## src/rtl/snp_pkg.sv

```systemverilog
package snp_pkg;

    typedef enum logic [2:0] {
        ST_IDLE,
        ST_HOLDW,
        ST_PRE,
        ST_RESP,
        ST_WB
    } snp_state_e;

    typedef enum logic [1:0] {
        RES_MISS  = 2'd0,
        RES_CLEAN = 2'd1,
        RES_MOD   = 2'd2
    } snp_res_e;

    localparam int METH_W   = 2;
    localparam int N_GRAB   = 3;

endpackage

```

## src/rtl/snp_grab_dec.sv

```systemverilog
module snp_grab_dec
    import snp_pkg::*;
#(
    parameter int N_WAYS = N_GRAB
) (
    input  logic              grab,
    input  logic [METH_W-1:0] meth,
    output logic [N_WAYS-1:0] sel
);
    localparam int LAST = N_WAYS - 1;

    for (genvar i = 0; i < N_WAYS; i++) begin : g_way
        if (i == LAST) begin : g_tail
            assign sel[i] = grab && (int'(meth) >= LAST);
        end else begin : g_exact
            assign sel[i] = grab && (int'(meth) == i);
        end
    end

endmodule

```

## src/rtl/snp_beat_ctr.sv

```systemverilog
module snp_beat_ctr #(
    parameter int BEATS = 4
) (
    input  logic clk,
    input  logic rst_n,
    input  logic clr,
    input  logic beat,
    output logic last
);
    localparam int CW = (BEATS > 1) ? $clog2(BEATS) : 1;

    logic [CW-1:0] cnt_d, cnt_q;

    assign last = beat && (cnt_q == CW'(BEATS - 1));

    always_comb begin
        cnt_d = cnt_q;
        if (clr || last) begin
            cnt_d = '0;
        end else if (beat) begin
            cnt_d = cnt_q + 1'b1;
        end
    end

    always_ff @(posedge clk) begin
        if (!rst_n) begin
            cnt_q <= '0;
        end else begin
            cnt_q <= cnt_d;
        end
    end


    beat_wrap_chk: assert property (@(posedge clk) disable iff (!rst_n)
        last |=> (cnt_q == '0));

endmodule

```

## src/rtl/snoop_inquirer.sv

```systemverilog
module snoop_inquirer
    import snp_pkg::*;
#(
    parameter int LINE_AW   = 27,
    parameter int MAX_RETRY = 3,
    parameter int GRAB_LAG  = 2,
    parameter int RESP_LAG  = 2,
    parameter int RETRY_LAG = 2,
    parameter int WB_BEATS  = 4,
    localparam int RETRY_W  = $clog2(MAX_RETRY + 1)
) (
    input  logic               clk,
    input  logic               rst_n,
    input  logic               req_valid,
    output logic               req_ready,
    input  logic [LINE_AW-1:0] req_addr,
    input  logic               req_inv,
    input  logic [1:0]         req_method,
    output logic               snp_ahold_o,
    output logic               snp_boff_o,
    output logic               snp_hold_o,
    input  logic               snp_hlda_i,
    output logic               snp_eads_o,
    output logic [LINE_AW-1:0] snp_addr_o,
    output logic               snp_inv_o,
    input  logic               snp_hit_i,
    input  logic               snp_hitm_i,
    input  logic               snp_apchk_i,
    input  logic               snp_brdy_i,
    output logic               done_o,
    output logic [1:0]         res_kind,
    output logic [RETRY_W-1:0] res_retries,
    output logic               res_fail
);
    localparam int LAG_A   = (GRAB_LAG > RESP_LAG) ? GRAB_LAG : RESP_LAG;
    localparam int MAX_LAG = (LAG_A > RETRY_LAG) ? LAG_A : RETRY_LAG;
    localparam int TMR_W   = $clog2(MAX_LAG + 1);

    typedef struct packed {
        snp_state_e         state;
        logic [TMR_W-1:0]   tmr;
        logic               grab;
        logic [METH_W-1:0]  meth;
        logic [LINE_AW-1:0] addr;
        logic               inv;
        logic               eads;
        logic [RETRY_W-1:0] retries;
        logic               done;
        logic [1:0]         kind;
        logic               fail;
    } regs_t;

    regs_t q, d;
    logic  beat_last;
    logic  beat_clr;
    logic  beat_in;
    logic [N_GRAB-1:0] grab_sel;

    snp_grab_dec #(.N_WAYS(N_GRAB)) u_grab (
        .grab (q.grab),
        .meth (q.meth),
        .sel  (grab_sel)
    );

    assign beat_clr = (q.state != ST_WB);
    assign beat_in  = snp_brdy_i && (q.state == ST_WB);

    snp_beat_ctr #(.BEATS(WB_BEATS)) u_beats (
        .clk   (clk),
        .rst_n (rst_n),
        .clr   (beat_clr),
        .beat  (beat_in),
        .last  (beat_last)
    );

    always_comb begin
        d      = q;
        d.eads = 1'b0;
        d.done = 1'b0;
        unique case (q.state)
            ST_IDLE: begin
                if (req_valid) begin
                    d.addr    = req_addr;
                    d.inv     = req_inv;
                    d.meth    = req_method;
                    d.retries = '0;
                    d.grab    = 1'b1;
                    if (req_method[1]) begin
                        d.state = ST_HOLDW;
                    end else begin
                        d.state = ST_PRE;
                        d.tmr   = TMR_W'(GRAB_LAG - 1);
                    end
                end
            end
            ST_HOLDW: begin
                if (snp_hlda_i) begin
                    d.state = ST_PRE;
                    d.tmr   = '0;
                end
            end
            ST_PRE: begin
                if (q.tmr == '0) begin
                    d.eads  = 1'b1;
                    d.state = ST_RESP;
                    d.tmr   = TMR_W'(RESP_LAG - 1);
                end else begin
                    d.tmr = q.tmr - 1'b1;
                end
            end
            ST_RESP: begin
                if (q.tmr != '0) begin
                    d.tmr = q.tmr - 1'b1;
                end else if (snp_apchk_i) begin
                    if (q.retries == RETRY_W'(MAX_RETRY)) begin
                        d.done  = 1'b1;
                        d.fail  = 1'b1;
                        d.kind  = RES_MISS;
                        d.grab  = 1'b0;
                        d.state = ST_IDLE;
                    end else begin
                        d.retries = q.retries + 1'b1;
                        d.state   = ST_PRE;
                        d.tmr     = TMR_W'(RETRY_LAG - 1);
                    end
                end else if (snp_hitm_i) begin
                    d.grab  = 1'b0;
                    d.kind  = RES_MOD;
                    d.fail  = 1'b0;
                    d.state = ST_WB;
                end else begin
                    d.done  = 1'b1;
                    d.grab  = 1'b0;
                    d.fail  = 1'b0;
                    d.kind  = snp_hit_i ? RES_CLEAN : RES_MISS;
                    d.state = ST_IDLE;
                end
            end
            ST_WB: begin
                if (beat_last) begin
                    d.done  = 1'b1;
                    d.state = ST_IDLE;
                end
            end
            default: d.state = ST_IDLE;
        endcase
    end

    always_ff @(posedge clk) begin
        if (!rst_n) begin
            q <= '{state: ST_IDLE, default: '0};
        end else begin
            q <= d;
        end
    end

    assign req_ready   = (q.state == ST_IDLE);
    assign snp_ahold_o = grab_sel[0];
    assign snp_boff_o  = grab_sel[1];
    assign snp_hold_o  = grab_sel[2];
    assign snp_eads_o  = q.eads;
    assign snp_addr_o  = q.eads ? q.addr : '0;
    assign snp_inv_o   = q.eads && q.inv;
    assign done_o      = q.done;
    assign res_kind    = q.kind;
    assign res_retries = q.retries;
    assign res_fail    = q.fail;


    idle_bus_free_chk: assert property (@(posedge clk) disable iff (!rst_n)
        req_ready |-> !(snp_ahold_o || snp_boff_o || snp_hold_o));


    strobe_has_bus_chk: assert property (@(posedge clk) disable iff (!rst_n)
        snp_eads_o |-> (snp_ahold_o || snp_boff_o || snp_hold_o));


    hold_strobe_ack_chk: assert property (@(posedge clk) disable iff (!rst_n)
        (snp_eads_o && snp_hold_o) |-> $past(snp_hlda_i));


    strobe_pulse_chk: assert property (@(posedge clk) disable iff (!rst_n)
        snp_eads_o |=> !snp_eads_o);


    done_releases_bus_chk: assert property (@(posedge clk) disable iff (!rst_n)
        done_o |-> !(snp_ahold_o || snp_boff_o || snp_hold_o));


    wb_no_strobe_chk: assert property (@(posedge clk) disable iff (!rst_n)
        (q.state == ST_WB) |-> !snp_eads_o);


    retry_no_done_chk: assert property (@(posedge clk) disable iff (!rst_n)
        (q.state == ST_RESP && q.tmr == '0 && snp_apchk_i
         && q.retries != RETRY_W'(MAX_RETRY)) |=> !done_o);

endmodule

```

## config.mk

```make
export PLATFORM = sky130hd
export DESIGN_NAME = snoop_inquirer
export DESIGN_NICKNAME = d
export VERILOG_FILES = /design/src/rtl/snp_pkg.sv /design/src/rtl/snp_grab_dec.sv /design/src/rtl/snp_beat_ctr.sv /design/src/rtl/snoop_inquirer.sv
export SDC_FILE = /design/constraint.sdc
export NUM_CORES = 1
export LEC_CHECK = 0
export BUFFER_PORTS_ARGS = -buffer_cell sky130_fd_sc_hd__buf_2
export CAP_MARGIN = 5
export CORE_ASPECT_RATIO = 0.7
export CORE_UTILIZATION = 30
export CTS_BUF_LIST = sky130_fd_sc_hd__clkbuf_4 sky130_fd_sc_hd__clkbuf_8
export CTS_CLUSTER_DIAMETER = 200
export DETAILED_ROUTE_END_ITERATION = 6
export GPL_TIMING_DRIVEN = 0
export PLACE_DENSITY = 0.59
export RECOVER_POWER = 100
export SYNTH_ARGS = -nofsm -noshare
export SYNTH_HDL_FRONTEND = slang
export SYNTH_SLANG_ARGS = --single-unit
```

## constraint.sdc

```tcl
create_clock -name clk -period 1.9 [get_ports clk]
set_clock_uncertainty 0.2 [all_clocks]
set_input_delay 0.285 -clock clk [delete_from_list [all_inputs] [get_ports clk]]
set_output_delay 0.285 -clock clk [all_outputs]
set_load 0.02 [all_outputs]
```

# --- Word level (Yosys, flattened, before mapping) ---
# Cells that the tools add are included.
word_totals:
  regBits: 45
  out_inout_bits: 39
classes:
  addsub: 3
  n_lt_le_gt_ge: 1
  n_eq_ne: 20
  n_mux: 34
  bitwise: 2
  n_reduce_logical: 21
ops:
  columns: ["op", "count"]
  rows:
  - ["36-bit two-way mux", 1]
  - ["27-bit two-way mux", 1]
  - ["2-bit two-way mux", 10]
  - ["3-bit two-way mux", 6]
  - ["3-bit one-hot mux with 5 select lines", 1]
  - ["2-bit != test (second input constant)", 7]
  - ["3-bit != test (second input constant)", 4]
  - ["5-bit AND reduction", 2]
  - ["4-bit two-way mux", 2]
  - ["2-bit one-hot mux with 4 select lines", 1]
  - ["1-bit two-way mux", 7]
  - ["2-bit equality test (second input constant)", 3]
  - ["3-bit by 2-bit equality test with 1-bit output (second input constant)", 2]
  - ["1-bit logical AND", 6]
  - ["6-bit two-way mux", 1]
  - ["6-bit AND reduction", 1]
  - ["5-bit two-way mux", 1]
  - ["2-bit by 1-bit adder with 2-bit output (second input constant)", 2]
  - ["2-bit zero test", 2]
  - ["2-bit by 1-bit != test with 1-bit output (second input constant)", 2]
  - ["1-bit one-hot mux with 2 select lines", 2]
  - ["2-bit one-hot mux with 2 select lines", 1]
  - ["2-bit AND reduction", 2]
  - ["4-bit AND reduction", 1]
  - ["other kinds (11)", 13]

# --- Longest topological paths before layout ---
# Gate-level depths: netlist (run 1).
logic_depth:
  depth_word: 5
  depth_mapped: 6
  ltp_nobuf: 5

# --- Hierarchy ---
# From an unflattened synthesis (run 1), not the netlist that was laid out.
unflattened:
  cells_unflattened: 267
  area_unflattened_um2: 2180.8
modules_own_cells:
  columns: ["module", "instances", "cells_per_inst", "area_each_um2", "seq_area_each_um2"]
  rows:
  - ["snoop_inquirer", 1, 253, 2044.5, 860.8]
  - ["snp_beat_ctr", 1, 11, 107.6, 40.0]
  - ["snp_grab_dec", 1, 3, 28.8, 0.0]

# --- Worst setup path after synthesis (run 1) ---
# Ideal clock, no wire load.
synth_timing:
  path_kind: "register to output"
  startpoint: "register q[42] (netlist bit)"
  endpoint: "output port req_ready"
  arrival_ns: 1.036
  t_required_ns: 1.415
  slack_ns: 0.379
  path_stages_with_launch: 3
  cell_sequence: "dfxtp_1 buf_1 nor3_1"
synth_via:
  elab_chain_len: 1
synth_rtl:
  columns: ["element", "line", "rtl"]
  rows:
  - ["start, declared", "snoop_inquirer.sv:53", "regs_t q, d;"]
  - ["start signal, assigned", "snoop_inquirer.sv:151", "q <= '{state: ST_IDLE, default: '0};"]
  - ["start signal, assigned", "snoop_inquirer.sv:153", "q <= d;"]
  - ["3-bit zero test", "snoop_inquirer.sv:157", "assign req_ready = (q.state == ST_IDLE);"]
  - ["end, declared", "snoop_inquirer.sv:15", "output logic req_ready,"]
# No other way between the ends.

# --- Worst setup path after layout (run 1) ---
layout_timing:
  startpoint: "register q (netlist bit snp_eads_o)"
  endpoint: "output port snp_addr_o[7]"
layout_via:
  elab_chain_len: 1
layout_rtl:
  columns: ["element", "line", "rtl"]
  rows:
  - ["27-bit two-way mux", "snoop_inquirer.sv:162", "assign snp_addr_o = q.eads ? q.addr : '0;"]
  - ["end, declared", "snoop_inquirer.sv:24", "output logic [LINE_AW-1:0] snp_addr_o,"]
# No other way between the ends.

==> results of run 1 <==
-- layout make-up --
cell class,count,area (um^2)
Tap cell,91,113.9
Inverter,2,7.507
Sequential cell,45,902.1
Clock buffer,5,68.82
Buffer,20,121.4
Timing Repair Buffer,76,359.1
Clock inverter,3,65.06
Multi-Input combinational cell,194,993.5
Fill cell,721,3765
-- kinds of logic after synthesis --
logic type / count (synthesis) / share of synthesized area [%]
and+or+nand+nor: 140 / 33.78
AOI/OAI and AO/OA: 50 / 13.89
DFF: 45 / 44.06
buffers and inverters: 22 / 6.119
adders and majority gates: 2 / 1.224
xor gates and xnor gates: 1 / 0.4285
muxes: 1 / 0.4896
-- state kept, by name, indices dropped and copies added (netlist names) --
name	flops
done_o	1
q	36
res_fail	1
res_kind	2
res_retries	2
snp_eads_o	1
u_beats.cnt_q	2
-- layer usage --
layer  part of all wire [%]  global-route usage (%)  vias up
met5                      0                       0        -
met4                    1.2                   5.314        0
met3                    6.3                   4.051        4
met2                     40                   20.70       55
met1                     52                   20.49      858
li1                       -                       -     1019
-- power by group --
group          internal [mW]  total (mW)  switching [mW]
Sequential              1.01        1.04          0.0367
Combinational          0.145       0.360           0.215
Clock                  0.523       0.849           0.326
Total                   1.67        2.25           0.579
-- metrics by stage --
stage          hold slack, ps  total power, mW
2_1_floorplan           207.2            1.315
3_3_place_gp            218.8            1.438
3_5_place_dp            223.1            1.443
4_1_cts                 8.058            2.308
5_1_grt                 1.852            2.382
6_report                21.55            2.253
-- worst paths after layout --
kind         cells after the start  slack, ps            end
max                              3        110  snp_addr_o[7]
min                              3         20          q[18]
max reg2reg                      6        160          q[34]
min reg2reg                      2        230          q[39]
-- worst register-to-register path, stage by stage (launching register included) --
cell and delay (ps):
dfxtp_1 300, buf_4 160, nor2b_1 310, nand2_1 230
buf_2 250, nand2_1 80, a21oi_1 60
-- cells in the final DEF (no fill, tap or decap), types with 2 or more instances in the layout --
master     synthesis  layout
buf_4              8       8
nor2b_1            3       4
buf_2              4      47
or2_1              2       2
clkbuf_1           6      21
dfxtp_1           45      44
nor2_1            11      11
nand2b_1           3       3
nor3_1             4       5
bufinv_16          0       2
nand3_1            3       3
nand2_1           72      72
and2_1            30      30
nor3b_1            2       2
ha_1               2       2
a21oi_1           37      37
clkbuf_8           0       5
o21ai_0            4       6
nor4_1             2       2
clkbuf_2           0      19
-- what timing repair did --
item	4_1_cts	5_1_grt
setup buffers	0	0
pin swaps	0	0
gates resized for setup	3	2
endpoints found under the setup margin	20	3
==> run summary, run 1 <==
status: finished clean
leading area contributor after synthesis: dfxtp_1
Crit-path slowest cell: dfxtp_2
via count: 1936
chip height: 71.07 um
clock root buffer: clkbuf_8
Power Density: 856.4 nW/um^2
Worst VDD drop: 361.5 uV
ys flop type: dfxtp_1
max incr delay on CP: 450 ps
Max Fanout on Critical Path: 11
Hold Path Class: in -> reg
share of cells above drive strength 1: 25.51%
number of I/O pins: 77
Placed Cells: 428
global-route wire length before repair: 8045 um
top cell type's share of synthesized area: 44.06%
Starting Density: 31.96%
Slew @ Worst Pin: 587.1 ps
endpoints failing hold: 0
clk_lat worst skew: 290 ps
clk sink count: 45
fmax: 558.2 MHz
input/output buffers: 76
required time of the critical path: 1410 ps
crit-path cells: clkbuf_2 -> and2_1 -> clkbuf_2
DR WL/cell: 11.50 um
Async SR Flop Fraction: 0%
Relative slew margins: 60.56%
core area: 6396 um^2
DRT Pass-1 Iters: 4
CTS Hold Bufs: 0
Startpoint Class: flip-flop
Routability Congestion: 0.7643
Die W: 100.7 um
Synthesized Nets: 301
CP Buf/Inv Count: 2
Mapped Area: 2044 um^2
Longest Clk Path Bufs: 2
DR DRC count: 0
maxcap violations: 0
Rows: 24
Inserted Clock Buffers: 5
antenna cell count: 0
drt first-iter violations: 60
RSZ-0062 raised after global routing: no
crit end category: primary output
Final Instance Area: 2631 um^2
cell mode on critical path: clkbuf_2
final worst-path cycle share: 94.29%
Post-synth top cells: 72 x nand2_1, 45 x dfxtp_1, 37 x a21oi_1
largest net degree at the start of global routing: 15
min Tclk post-route: 1791 ps
Worst Setup SP: snp_eads_o
top post-synthesis cells by area: dfxtp_1 44%, nand2_1 13%, and2_1 9.2%, a21oi_1 9.1%, buf_4 2.9%
post-route ant nets: 0
area grow syn2layout: 28.70%
final std cells w/o fill: 436
initial antenna violation count: 0
CP arrival: 1310 ps
yosys synthesis warning count: 0
Cells after Synth: 261
Largest delay share family, worst path: flip-flops
Avg Inst Size Synth: 7.833 um^2
register area share after synthesis: 44.06%
Area after DPL: 2539 um^2
Util after Layout: 41.14%
min-delay src: req_addr[10]
H-tree depth: 2
Pins Over Slew Limit: 0
gr usage total: 14.42%
Total Wirelength: 5014 um
clk slew on worst S/H paths: 90 ps
final worst setup slack: 108.5 ps
setup_tns: 0 ps
Post-synth EDFFs: 0
CTS tree: yes
total grt overflow: 0
nets: 384
dpl hpwl: 3706 um
Vias/cell: 4.440
Final setup viols: 0
DIE AREA: 7155 um^2
post-synthesis cell type count: 39
Leakage: 1.152 nW
FF-to-FF Start: q[40]
number of global-route vias before repair: 1730
most common cell in the synthesized netlist: nand2_1
pre-CTS setup slack: 141.3 ps
CP Class: reg -> out
flops & latches, synth: 45
Power figures use the tool's default switching activity.
==> inputs of run 2 (changes only) <==
CORE_ASPECT_RATIO = 0.9   (was 0.7)
==> run 2 against run 1 <==
First-iteration DRC count down 23%. Global-route usage is 0.40 points lower. Count of clock-buffer cells in the layout is the same. Critical endpoint is now snp_addr_o[5]. Core utilization is 1.8 points lower. Critical path type unchanged.
==> run summary, run 2 (synthesized netlist as in run 1, its figures left out) <==
core area: 6586 um^2 (was 6396 um^2)
min Tclk post-route: 1803 ps (was 1791 ps)
Top reg by flops: q (unchanged)
NetSw: 0.5794 mW (was 0.5786 mW)
Leakage: 1.127 nW (was 1.152 nW)
global-route wire length before repair: 7693 um (was 8045 um)
chip height: 80.32 um (was 71.07 um)
fill count: 756 (was 721)
Power Density: 767.6 nW/um^2 (was 856.4 nW/um^2)
most common cell after layout, fill and taps aside: nand2_1 (unchanged)
final worst-path cycle share: 94.87% (was 94.29%)
Hold Path Class: in -> reg (unchanged)
Final setup viols: 0 (unchanged)
Sw Share: 29.16% (was 25.68%)
cell mode on critical path: clkbuf_2 (unchanged)
crit end category: primary output (unchanged)
Pins Over Slew Limit: 0 (unchanged)
Slew @ Worst Pin: 575.7 ps (was 587.1 ps)
dpl hpwl: 3483 um (was 3706 um)
status: finished clean (unchanged)
final worst setup slack: 97.39 ps (was 108.5 ps)
Total Wirelength: 4776 um (was 5014 um)
number of global-route vias before repair: 1723 (was 1730)
total grt overflow: 0 (unchanged)
clk slew on worst S/H paths: 90 ps (about the same)
via count: 1884 (was 1936)
Crit-path slowest cell: dfxtp_2 (unchanged)
area of the multi-input gates: 999.7 um^2 (was 993.5 um^2)
commonest cells after routing, fill and taps aside: 72 x nand2_1, 45 x buf_2, 44 x dfxtp_1 (was 72 x nand2_1, 47 x buf_2, 44 x dfxtp_1)
final std cells w/o fill: 435 (was 436)
maxcap violations: 0 (unchanged)
Worst VDD drop: 254.0 uV (was 361.5 uV)
pre-CTS setup slack: 139.9 ps (was 141.3 ps)
Startpoint Class: flip-flop (unchanged)
Longest Clk Path Bufs: 2 (unchanged)
combinational share of power: 18.3% (was 16.0%)
Inserted Clock Buffers: 5 (unchanged)
crit-path cells: clkbuf_2 -> and2_1 -> clkbuf_2 (unchanged)
fmax: 554.8 MHz (was 558.2 MHz)
Placed Cells: 427 (was 428)
CTS tree: yes (unchanged)
drt first-iter violations: 46 (was 60)
nets: 384 (unchanged)
largest net degree at the start of global routing: 15 (unchanged)
CP Buf/Inv Count: 2 (unchanged)
Die W: 89.02 um (was 100.7 um)
setup_tns: 0 ps (unchanged)
Util after Layout: 39.30% (was 41.14%)
input/output buffers: 76 (unchanged)
Relative slew margins: 61.32% (was 60.56%)
RSZ-0062 raised after global routing: no (unchanged)
share of cells above drive strength 1: 25.80% (was 25.51%)
initial antenna violation count: 0 (unchanged)
Routability Congestion: 0.7525 (was 0.7643)
gr usage total: 14.02% (was 14.42%)
DIE AREA: 7149 um^2 (was 7155 um^2)
Max Fanout on Critical Path: 11 (unchanged)
Vias/cell: 4.331 (was 4.440)
clk_lat worst skew: 300 ps (was 290 ps)
area grow syn2layout: 26.62% (was 28.70%)
post-route ant nets: 0 (unchanged)
Largest delay share family, worst path: flip-flops (unchanged)
max reg flops: 36 (unchanged)
DR DRC count: 0 (unchanged)
CP arrival: 1320 ps (was 1310 ps)
Starting Density: 31.04% (was 31.96%)
number of I/O pins: 77 (unchanged)
required time of the critical path: 1410 ps (about the same)
DRT Pass-1 Iters: 4 (unchanged)
antenna cell count: 0 (unchanged)
endpoints failing hold: 0 (unchanged)
CP Class: reg -> out (unchanged)
sequential power share: 52.4% (was 46.3%)
Rows: 28 (was 24)
Reg area: 902.1 um^2 (unchanged)
DR WL/cell: 10.98 um (was 11.50 um)
max incr delay on CP: 460 ps (was 450 ps)
clk sink count: 45 (unchanged)
H-tree depth: 2 (unchanged)
internal power: 1.408 mW (was 1.675 mW)
Clock power frac: 29.3% (was 37.7%)
clock root buffer: clkbuf_8 (unchanged)
-- run 2: worst paths after layout --
| check | from | endpoint | slack [ps] | cells after the start |
|---|---|---|---|---|
| min reg2reg | q[39] | q[39] | 240 | 2 |
| max reg2reg | q[40] | q[22] | 140 | 6 |
| max | snp_eads_o | snp_addr_o[5] | 100 | 3 |
| min | req_addr[24] | q[32] | 20 | 3 |
-- run 2: layout make-up --
cell class | instances | share of cell area [%]
flip-flops and latches | 45 | 34.85
well taps | 90 | 4.350
repair buffers | 76 | 13.87
multi-input cells | 194 | 38.62
plain buffers | 20 | 4.688
clock inverters | 3 | 0.6767
clock buffers | 5 | 2.658
inverters | 2 | 0.2900
-- run 2: metrics by stage --
stage               total power [mW]  instance area [um^2]  hold WS (ps)
floorplan                      1.315                  2044         207.2
global placement               1.436                  2537         217.5
detailed placement             1.440                  2537         228.0
CTS                            2.029                  2628         4.654
global route                   2.113                  2589         11.72
finish                         1.987                  2589         16.69
-- run 2: routing by layer --
metal	share of wire, %	vias up	global-route usage [%]
met2	42	48	22.23
met3	5.5	7	3.289
met4	1.5	0	5.238
li1	-	1014	-
met1	51	815	18.43
met5	0	-	0
-- run 2: timing repair --
item	CTS	global route
endpoints found under the setup margin	20	1
buffers inserted	0	0
resized for setup	3	1
pin swaps	0	0
hold buffers	0	0
-- run 2: worst register-to-register path, cell delays in order (launching register included) --
cell	delay [ps]
dfxtp_1	300
buf_4	160
nor2b_1	320
nand2_1	250
clkbuf_2	250
nand2_1	100
a21oi_1	60
-- run 2: power by group through the flow --
| stage | clock (mW) | combinational, mW | sequential, mW |
|---|---|---|---|
| after floorplan | 0 | 0.259 | 1.06 |
| after global placement | 0 | 0.374 | 1.06 |
| after detailed placement | 0 | 0.376 | 1.06 |
| after CTS | 0.610 | 0.378 | 1.04 |
| after global routing | 0.647 | 0.415 | 1.05 |
| final | 0.582 | 0.364 | 1.04 |
==> inputs of run 3 (changes only) <==
RECOVER_POWER = 25   (was 100)
==> run 3 against run 2 <==
Fmax grew 0.18%. Sequential power about the same. Combinational power about the same. Register-to-register slack is essentially flat. Global-route usage unchanged. Non-clock buffer count stayed put. Total power increased by 0.18%. Wire length down 0.19%. Largest cell class unchanged.
==> run summary, run 3 (synthesized netlist as in run 1, its figures left out) <==
status: finished clean (unchanged)
Largest delay share family, worst path: flip-flops (unchanged)
DIE AREA: 7149 um^2 (unchanged)
dpl hpwl: 3483 um (unchanged)
most common cell after layout, fill and taps aside: nand2_1 (unchanged)
RSZ-0062 raised after global routing: no (unchanged)
Die W: 89.02 um (unchanged)
postcts setup bufs: 0 (unchanged)
min Tclk post-route: 1799 ps (was 1803 ps)
input/output buffers: 76 (unchanged)
nets: 384 (unchanged)
Relative slew margins: 68.91% (was 61.32%)
H-tree depth: 2 (unchanged)
DRT Pass-1 Iters: 4 (unchanged)
Total Wirelength: 4767 um (was 4776 um)
area grow syn2layout: 27.42% (was 26.62%)
total grt overflow: 0 (unchanged)
final std cells w/o fill: 435 (unchanged)
required time of the critical path: 1410 ps (about the same)
clk sink count: 45 (unchanged)
commonest cells after routing, fill and taps aside: 72 x nand2_1, 71 x buf_2, 44 x dfxtp_1 (was 72 x nand2_1, 45 x buf_2, 44 x dfxtp_1)
endpoints failing hold: 0 (unchanged)
Startpoint Class: flip-flop (unchanged)
CTS tree: yes (unchanged)
DR WL/cell: 10.96 um (was 10.98 um)
Crit-path slowest cell: dfxtp_2 (unchanged)
gr usage total: 14.02% (unchanged)
max reg flops: 36 (unchanged)
Inserted Clock Buffers: 5 (unchanged)
Routability Congestion: 0.7525 (unchanged)
CP Class: reg -> out (unchanged)
clk slew on worst S/H paths: 90 ps (about the same)
crit end category: primary output (unchanged)
number of I/O pins: 77 (unchanged)
Worst VDD drop: 254.3 uV (was 254.0 uV)
clk_lat worst skew: 300 ps (about the same)
Longest Clk Path Bufs: 2 (unchanged)
Hold Path Class: in -> reg (unchanged)
maxcap violations: 0 (unchanged)
setup_tns: 0 ps (unchanged)
Placed Cells: 427 (unchanged)
drt first-iter violations: 39 (was 46)
Pins Over Slew Limit: 0 (unchanged)
initial antenna violation count: 0 (unchanged)
chip height: 80.32 um (unchanged)
clock root buffer: clkbuf_8 (unchanged)
post-route ant nets: 0 (unchanged)
Power Density: 764.2 nW/um^2 (was 767.6 nW/um^2)
via count: 1894 (was 1884)
crit-path cells: clkbuf_2 -> and2_1 -> buf_2 (was clkbuf_2 -> and2_1 -> clkbuf_2)
Util after Layout: 39.55% (was 39.30%)
Starting Density: 31.04% (unchanged)
number of global-route vias before repair: 1723 (unchanged)
Leakage: 1.181 nW (was 1.127 nW)
Rows: 28 (unchanged)
Sw Share: 29.19% (was 29.16%)
NetSw: 0.5811 mW (was 0.5794 mW)
Vias/cell: 4.354 (was 4.331)
antenna cell count: 0 (unchanged)
Slew @ Worst Pin: 466.4 ps (was 575.7 ps)
final worst-path cycle share: 94.71% (was 94.87%)
internal power: 1.410 mW (was 1.408 mW)
largest net degree at the start of global routing: 15 (unchanged)
combinational share of power: 18.4% (was 18.3%)
max incr delay on CP: 460 ps (about the same)
Top reg by flops: q (unchanged)
fmax: 555.7 MHz (was 554.8 MHz)
Clock power frac: 29.3% (about the same)
CP arrival: 1310 ps (was 1320 ps)
global-route wire length before repair: 7693 um (unchanged)
Post-CTS Resized: 3 (unchanged)
CP Buf/Inv Count: 2 (unchanged)
Max Fanout on Critical Path: 11 (unchanged)
share of cells above drive strength 1: 28.70% (was 25.80%)
core area: 6586 um^2 (unchanged)
Final setup viols: 0 (unchanged)
DR DRC count: 0 (unchanged)
CTS Hold Bufs: 0 (unchanged)
sequential power share: 52.3% (was 52.4%)
==> run 3: changes by cell type in the layout (fill, tap and decap cells not counted) <==
cell      previous run  this run
clkbuf_2            21         4
clkbuf_1            21        12
nor3_1               5         4
o21ai_0              6         4
nor3_2               0         1
o21ai_1              0         2
buf_2               45        71
==> run 3: stage by stage <==
stage / power, mW / hold WS, ps / cell area [um^2] / setup WS, ps
floorplan: 1.315 / 207.2 / 2044 / 378.9
global placement: 1.436 / 217.5 / 2537 / 122.1
detailed placement: 1.440 / 228.0 / 2537 / 139.9
CTS: 2.029 / 4.654 / 2628 / 34.52
global route: 2.115 / 11.72 / 2605 / 8.824
finish: 1.991 / 17.12 / 2605 / 100.6
==> run 3: cell type report <==
class / count / area [um^2]
clock inverter: 3 / 17.52
fill: 752 / 3981
sequential: 45 / 902.1
inverter: 2 / 7.507
timing repair buffer: 76 / 370.4
clock buffer: 5 / 68.82
multi-input combinational: 194 / 1005
tap: 90 / 112.6
buffer: 20 / 121.4
==> run 3: worst paths after layout <==
path              slack (ps)        start  depth (start not counted)            end
setup / recovery         100   snp_eads_o                          3  snp_addr_o[0]
hold / removal            20  req_addr[7]                          3          q[15]
setup reg to reg         140        q[40]                          6          q[22]
hold reg to reg          240        q[39]                          2          q[39]
==> run 3: worst reg2reg max path: stages (launching register included) <==
cell	delay (ps)
dfxtp_1	300
buf_4	160
nor2b_1	320
nand2_1	240
clkbuf_2	250
nand2_1	100
a21oi_1	60
==> run 3: power by group through the flow <==
stage	sequential, mW	clock [mW]	combinational, mW
CTS	1.04	0.610	0.378
detailed placement	1.06	0	0.376
finish	1.04	0.583	0.367
global placement	1.06	0	0.374
global route	1.05	0.647	0.417
floorplan	1.06	0	0.259
==> run 3: per-layer routing <==
metal / global-route usage (%) / part of all wire, % / vias up
met5: 0 / 0 / -
met4: 5.238 / 1.5 / 0
met3: 3.289 / 5.4 / 7
met2: 22.23 / 42 / 50
met1: 18.43 / 51 / 823
li1: - / - / 1014
